===== config.mk =====
export PLATFORM = sky130hd
export DESIGN_NAME = i2c_regslave
export DESIGN_NICKNAME = d
export VERILOG_FILES = /design/src/rtl/i2c_regslave_pkg.sv /design/src/rtl/i2c_rs_datapath.sv /design/src/rtl/i2c_rs_control.sv /design/src/rtl/i2c_regslave.sv
export SDC_FILE = /design/constraint.sdc
export NUM_CORES = 2
export LEC_CHECK = 0
export CORE_MARGIN = 2
export CORE_UTILIZATION = 50
export CTS_BUF_LIST = sky130_fd_sc_hd__clkbuf_2
export CTS_CLUSTER_SIZE = 16
export DETAILED_ROUTE_END_ITERATION = 8
export PLACE_DENSITY = 0.78
export SETUP_SLACK_MARGIN = 0.02
export SLEW_MARGIN = 20
export SYNTH_ARGS = -nofsm -noshare
export SYNTH_HDL_FRONTEND = slang
export SYNTH_HIERARCHICAL = 1
export SYNTH_SLANG_ARGS = --single-unit

===== constraint.sdc =====
create_clock -name clk -period 3.6 [get_ports clk]
set_clock_uncertainty 0.2 [all_clocks]
set_input_delay 1.08 -clock clk [delete_from_list [all_inputs] [get_ports clk]]
set_output_delay 1.08 -clock clk [all_outputs]
set_load 0.01 [all_outputs]

===== src/rtl/i2c_regslave_pkg.sv =====
package i2c_regslave_pkg;
  localparam int BYTE_W   = 8;
  localparam int REG_AW   = 7;
  localparam int NUM_REGS = 1 << REG_AW;

  typedef enum logic [3:0] {
    S_IDLE, S_ADDR, S_ADDR_ACK, S_SUB, S_SUB_ACK,
    S_WDATA, S_WDATA_ACK, S_RDATA, S_RDATA_ACK
  } phase_t;

  // strobes from control to datapath
  typedef struct packed {
    logic clrBits;
    logic shiftIn;
    logic shiftOut;
    logic storeSub;
    logic writeReg;
    logic loadRead;
  } dp_ctl_t;

  // bus events and byte status from datapath to control
  typedef struct packed {
    logic sclRise;
    logic sclFall;
    logic startSeen;
    logic stopSeen;
    logic sdaNow;
    logic byteFull;
    logic lastOut;
    logic addrHit;
    logic rwBit;
    logic txBit;
  } bus_ev_t;
endpackage


===== src/rtl/i2c_rs_datapath.sv =====
module i2c_rs_datapath
  import i2c_regslave_pkg::*;
#(
  parameter logic [6:0] SLAVE_ADDR  = 7'h2A,
  parameter int         SYNC_STAGES = 2
) (
  input  logic    clk,
  input  logic    rstN,
  input  logic    sclIn,
  input  logic    sdaIn,
  input  dp_ctl_t ctl,
  output bus_ev_t ev
);
  localparam int CNT_W = $clog2(BYTE_W + 1);

  logic [SYNC_STAGES-1:0] sclSync, sdaSync;
  logic sclPrev, sdaPrev, sclNow, sdaNow;
  logic [BYTE_W-1:0] shiftReg;
  logic [CNT_W-1:0]  bitCnt;
  logic [REG_AW-1:0] ptr;
  logic              autoInc;
  logic [BYTE_W-1:0] regFile [NUM_REGS];

  assign sclNow = sclSync[SYNC_STAGES-1];
  assign sdaNow = sdaSync[SYNC_STAGES-1];

  always_ff @(posedge clk) begin
    if (!rstN) begin
      sclSync <= '1;
      sdaSync <= '1;
      sclPrev <= 1'b1;
      sdaPrev <= 1'b1;
    end else begin
      sclSync <= {sclSync[SYNC_STAGES-2:0], sclIn};
      sdaSync <= {sdaSync[SYNC_STAGES-2:0], sdaIn};
      sclPrev <= sclNow;
      sdaPrev <= sdaNow;
    end
  end

  always_comb begin
    ev.sclRise   = sclNow & ~sclPrev;
    ev.sclFall   = ~sclNow & sclPrev;
    ev.startSeen = sclNow & sclPrev & sdaPrev & ~sdaNow;
    ev.stopSeen  = sclNow & sclPrev & ~sdaPrev & sdaNow;
    ev.sdaNow    = sdaNow;
    ev.byteFull  = (bitCnt == CNT_W'(BYTE_W));
    ev.lastOut   = (bitCnt == CNT_W'(BYTE_W - 1));
    ev.addrHit   = (shiftReg[BYTE_W-1:1] == SLAVE_ADDR);
    ev.rwBit     = shiftReg[0];
    ev.txBit     = shiftReg[BYTE_W-1];
  end

  always_ff @(posedge clk) begin
    if (!rstN) begin
      shiftReg <= '0;
      bitCnt   <= '0;
      ptr      <= '0;
      autoInc  <= 1'b0;
      for (int i = 0; i < NUM_REGS; i++) regFile[i] <= '0;
    end else begin
      if (ctl.clrBits) bitCnt <= '0;
      else if (ctl.shiftIn || ctl.shiftOut) bitCnt <= bitCnt + 1'b1;

      if (ctl.loadRead) shiftReg <= regFile[ptr];
      else if (ctl.shiftIn) shiftReg <= {shiftReg[BYTE_W-2:0], sdaNow};
      else if (ctl.shiftOut) shiftReg <= {shiftReg[BYTE_W-2:0], 1'b0};

      if (ctl.storeSub) begin
        ptr     <= shiftReg[REG_AW-1:0];
        autoInc <= shiftReg[BYTE_W-1];
      end else if (ctl.writeReg || ctl.loadRead) begin
        ptr <= ptr + REG_AW'(autoInc);
      end

      if (ctl.writeReg) regFile[ptr] <= shiftReg;
    end
  end
endmodule


===== src/rtl/i2c_rs_control.sv =====
module i2c_rs_control
  import i2c_regslave_pkg::*;
#(
  parameter int STRETCH_CYCLES = 4
) (
  input  logic    clk,
  input  logic    rstN,
  input  bus_ev_t ev,
  output dp_ctl_t ctl,
  output logic    sdaOe,
  output logic    sclOe
);
  phase_t state, nxt;
  logic   masterAck;
  logic   armStretch;

  always_comb begin
    nxt        = state;
    ctl        = '0;
    armStretch = 1'b0;
    if (ev.startSeen) begin
      nxt         = S_ADDR;
      ctl.clrBits = 1'b1;
    end else if (ev.stopSeen) begin
      nxt = S_IDLE;
    end else begin
      case (state)
        S_ADDR, S_SUB, S_WDATA: begin
          if (ev.sclRise && !ev.byteFull) ctl.shiftIn = 1'b1;
          else if (ev.sclFall && ev.byteFull) begin
            if (state == S_ADDR) nxt = ev.addrHit ? S_ADDR_ACK : S_IDLE;
            else if (state == S_SUB) begin
              ctl.storeSub = 1'b1;
              nxt          = S_SUB_ACK;
            end else begin
              ctl.writeReg = 1'b1;
              nxt          = S_WDATA_ACK;
            end
          end
        end
        S_ADDR_ACK: if (ev.sclFall) begin
          ctl.clrBits  = 1'b1;
          armStretch   = 1'b1;
          ctl.loadRead = ev.rwBit;
          nxt          = ev.rwBit ? S_RDATA : S_SUB;
        end
        S_SUB_ACK, S_WDATA_ACK: if (ev.sclFall) begin
          ctl.clrBits = 1'b1;
          armStretch  = 1'b1;
          nxt         = S_WDATA;
        end
        S_RDATA: if (ev.sclFall) begin
          if (ev.lastOut) nxt = S_RDATA_ACK;
          else ctl.shiftOut = 1'b1;
        end
        S_RDATA_ACK: if (ev.sclFall) begin
          if (masterAck) begin
            ctl.clrBits  = 1'b1;
            ctl.loadRead = 1'b1;
            armStretch   = 1'b1;
            nxt          = S_RDATA;
          end else nxt = S_IDLE;
        end
        default: nxt = state;
      endcase
    end
  end

  always_ff @(posedge clk) begin
    if (!rstN) begin
      state     <= S_IDLE;
      masterAck <= 1'b0;
    end else begin
      state <= nxt;
      if (state == S_RDATA_ACK && ev.sclRise) masterAck <= ~ev.sdaNow;
    end
  end

  always_comb begin
    case (state)
      S_ADDR_ACK, S_SUB_ACK, S_WDATA_ACK: sdaOe = 1'b1;
      S_RDATA: sdaOe = ~ev.txBit;
      default: sdaOe = 1'b0;
    endcase
  end

  generate
    if (STRETCH_CYCLES > 0) begin : g_stretch
      localparam int SW = $clog2(STRETCH_CYCLES + 1) + 1;
      logic [SW-1:0] stretchCnt;
      always_ff @(posedge clk) begin
        if (!rstN) stretchCnt <= '0;
        else if (armStretch) stretchCnt <= SW'(STRETCH_CYCLES);
        else if (stretchCnt != '0) stretchCnt <= stretchCnt - 1'b1;
      end
      assign sclOe = (stretchCnt != '0);
    end else begin : g_nostretch
      logic unusedArm;
      assign unusedArm = armStretch;
      assign sclOe     = 1'b0;
    end
  endgenerate
endmodule


===== src/rtl/i2c_regslave.sv =====
module i2c_regslave
  import i2c_regslave_pkg::*;
#(
  parameter logic [6:0] SLAVE_ADDR     = 7'h2A,
  parameter int         STRETCH_CYCLES = 4,
  parameter int         SYNC_STAGES    = 2
) (
  input  logic clk,
  input  logic rstN,
  input  logic sclIn,
  input  logic sdaIn,
  output logic sclOe,
  output logic sdaOe
);
  dp_ctl_t ctl;
  bus_ev_t ev;

  i2c_rs_datapath #(.SLAVE_ADDR(SLAVE_ADDR), .SYNC_STAGES(SYNC_STAGES)) u_dp (
    .clk(clk), .rstN(rstN), .sclIn(sclIn), .sdaIn(sdaIn), .ctl(ctl), .ev(ev)
  );

  i2c_rs_control #(.STRETCH_CYCLES(STRETCH_CYCLES)) u_ctl (
    .clk(clk), .rstN(rstN), .ev(ev), .ctl(ctl), .sdaOe(sdaOe), .sclOe(sclOe)
  );
endmodule


==> Flow_metrics.wiki <==
{| class="wikitable"
! Metric !! Value
|-
| Run status || finished with violations
|-
| Violations in the final reports || setup timing
|-
| Setup slack after layout || -0.114 ns
|-
| All-layer global routing usage || 24.4%
|-
| RePlAce Congestion || 0.937
|-
| Average cell area after synthesis || 14.3 µm²
|-
| Final Total Pwr || 22.7 mW
|-
| Yosys reg bits || 1,066
|-
| Minimum setup slack among reg-to-reg paths || 0.19 ns
|-
| Switching pwr || 5.44 mW
|-
| Final number of max-transition violations || 0
|-
| Average wire per standard cell || 23.8 µm
|-
| Number of failing setup endpoints in the final timing report || 1
|-
| Leakage power figure || 18.6 nW
|-
| Initial core utilization || 50.3%
|-
| Critical path startpoint category || register
|-
| Hold Crit Start || u_dp/sclSync[0]
|-
| Overflow left after global routing || 0
|-
| Number of enable flip-flop cells after synthesis || 1,024
|-
| Portion of total power attributed to sequential cells || 63.2%
|-
| Via density per instance || 5.91
|-
| Internal power || 17.2 mW
|-
| Count of buffers from port buffering || 5
|-
| Mapped Nets || 3,451
|-
| Critical Path Fanout Max || 3
|-
| Share of cells above drive strength 1 || 23.6%
|-
| Synth-to-layout area growth || 10.2%
|-
| Critical path type || reg2out
|-
| Final-report hold violation count || 0
|-
| Number of vias after detailed routing || 30,570
|-
| Initial antenna violation count || 2
|-
| Number of cells produced by synthesis || 3,442
|-
| Final layout net count || 3,695
|-
| Clock latency on the worst-skew pair || 1.59 ns
|-
| Worst min-delay path endpoint || u_dp/sclSync[1]
|-
| Number of iterations in the first detailed-routing pass || 8
|-
| CTS buffer count || 240
|-
| Maximum vdd ir drop || 0.000291 V
|-
| Destination of the worst register-to-register timing path || u_dp/regFile[120][0]
|-
| Clock Tree Buf Depth || 3
|-
| Post-detailed-route DRC marker count || 0
|-
| Source of the worst register-to-register timing path || u_dp/sclSync[1]
|-
| First-pass GRT wire length || 187 mm
|-
| Root cell of the clock tree || clkbuf_2
|-
| Combinational fraction of design power || 4.2%
|-
| Max Cap Violations || 0
|-
| Critical Path End Type || primary output
|-
| Filler-free cell count of the finished design || 5,175
|-
| Floorplan Core Area || 98,100 µm²
|-
| Aggregate routed wire length || 123 mm
|-
| Class of the worst hold path || reg2reg
|-
| CTS tree || built
|-
| Total clock sinks || 1,066
|-
| Crit path required time || 2.32 ns
|-
| Count of cells along the worst register-to-register path || 12
|-
| Most frequent cells in the layout || and2_1, edfxtp_1, clkbuf_2
|-
| RSZ-0062 raised after global routing || true
|-
| Count of placed standard cells including taps || 4,720
|-
| Ports || 6
|-
| Top FF cell, synth || edfxtp_1
|-
| Height of the chip || 318 µm
|-
| Post-layout min period || 3.71 ns
|-
| Distinct cells, synth || 61
|-
| Post-synth design cell area || 49,400 µm²
|-
| Area of the die || 101,000 µm²
|-
| Clk pin slew, worst setup/hold paths || 0.12 ns
|-
| Clock H-tree levels || 4
|-
| Worst hold stages || 1
|-
| Die outline width || 318 µm
|-
| Maximum number of pins on one net before global-route repair || 133
|-
| Final clock period utilization by the worst path || 103%
|-
| Most common cell after layout, fill and taps aside || and2_1
|-
| Pwr dens || 417 nW/µm²
|-
| Worst slack at placement || 0.307 ns
|-
| Switching part of the total power || 24.0%
|-
| Upper clock frequency limit || 269 MHz
|-
| Sequential area share after synthesis || 64.0%
|-
| Crit path DAT || 2.43 ns
|-
| DP HPWL || 77.7 mm
|-
| Total of warnings raised by yosys || 6
|-
| Transition time of the tightest slew-check pin || 1.13 ns
|-
| Iteration-0 DRC Markers || 3,369
|-
| Clk pwr share || 32.5%
|-
| Asr flop ratio synth || 0%
|-
| Number of routed nets with antenna violations || 0
|-
| Vias in the first global route || 30,662
|-
| Site row count || 115
|-
| Hold slack final || 0.261 ns
|-
| Normalized max-slew margin || 24.8%
|-
| Setup TNS || -0.114 ns
|}
synthesized netlist by cell type, types with 18 or more instances:
library cell | instances | share of area (%)
a22oi_1 | 26 | 0.40
nand2_1 | 80 | 0.61
a22o_1 | 47 | 0.83
a21oi_1 | 28 | 0.28
nand2b_1 | 18 | 0.23
clkbuf_1 | 197 | 1.5
nand3_1 | 20 | 0.20
and2_1 | 1034 | 13
edfxtp_1 | 1024 | 62
a221oi_1 | 28 | 0.50
nor2_1 | 157 | 1.2
a31oi_1 | 26 | 0.33
nor3_1 | 23 | 0.23
dfxtp_1 | 42 | 1.7
o21ai_0 | 142 | 1.4
buf_2 | 51 | 0.52
mux2i_1 | 114 | 2.3
mux4_2 | 211 | 9.6
routing by layer:
| layer | part of all wire [%] | wire [µm] | vias to the layer above | GRT usage, % |
|---|---|---|---|---|
| li1 | - | - | 13318 | - |
| met1 | 38 | 46800 | 15174 | 32.5 |
| met2 | 48 | 59100 | 1809 | 38.8 |
| met3 | 10 | 12900 | 269 | 5.36 |
| met4 | 3.7 | 4540 | 0 | 10.6 |
| met5 | 0 | 0 | - | 0 |
sequential cells by signal, summed over array words and instances (netlist names), named ones only:
register                    flops
u_ctl/state                     4
u_dp/sclPrev                    1
u_dp/sdaPrev                    1
u_dp/ptr                        7
u_dp/autoInc                    1
u_dp/sclSync                    2
u_dp/regFile                 1024
u_ctl/masterAck                 1
u_ctl/g_stretch.stretchCnt      4
u_dp/sdaSync                    2
u_dp/bitCnt                     4
u_dp/shiftReg                   8
power by group through the flow:
stage,clock (mW),combinational (mW),sequential (mW)
finish,7.38,0.961,14.3
global route,8.12,1.02,14.4
CTS,7.55,0.932,14.3
detailed placement,0,0.888,14.6
global placement,0,0.864,14.6
floorplan,0,0.534,14.5
logic make-up after synthesis:
| family | count (synthesis) | synth area share, % |
|---|---|---|
| adder cells (fa/ha/maj) | 5 | 0.127 |
| multiplexers | 335 | 12.2 |
| AND/OR/NAND/NOR | 1386 | 16.3 |
| XOR/XNOR | 7 | 0.124 |
| AO/OA/AOI/OAI | 351 | 4.64 |
| buffers and inverters | 292 | 2.62 |
| flip-flops | 1066 | 64.0 |
per-stage QoR:
stage          instance area, µm²  util (%)
6_report                    54400      55.5
5_1_grt                     54400      55.5
4_1_cts                     54400      55.4
3_5_place_dp                52100      53.1
3_3_place_gp                52100      53.1
2_1_floorplan               49400         -
how the worst max path moves through the flow:
stage | cells past startpoint | end | slack, ns | from
floorplan | 7 | u_dp/regFile[0][0] | 0.20 | rstN
global placement | 11 | u_dp/regFile[94][4] | 0.38 | u_dp/sclSync[1]
detailed placement | 12 | u_dp/regFile[120][3] | 0.31 | u_dp/sclSync[1]
CTS | 5 | sdaOe | -0.25 | u_ctl/state[2]
global route | 5 | sdaOe | -0.29 | u_ctl/state[2]
finish | 5 | sdaOe | -0.11 | u_ctl/state[2]
critical path, stage by stage, from the launching register on:
cell,delay (ns)
dfxtp_4,0.37
inv_4,0.04
o21ai_2,0.09
nand2_1,0.08
a21oi_2,0.15
buf_2,0.15
cell type report:
class | count | area [µm²]
Antenna cell | 6 | 15.0
Fill cell | 7733 | 43700
Clock inverter | 80 | 344
Timing Repair Buffer | 282 | 2400
Inverter | 12 | 47.5
Clock buffer | 358 | 1790
Tap cell | 1287 | 1610
Sequential cell | 1066 | 31600
Multi-Input combinational cell | 2084 | 16600
repair_timing:
action | 4_1_cts | 5_1_grt
hold buffers | 3 | 0
endpoints found under the hold margin | 62 | 0
buffers inserted | 6 | 2
resized for setup | 21 | 3
pin swaps | 2 | 3
setup endpoints to repair | 2 | 4
Note: power is estimated with default switching activity, not from simulation.
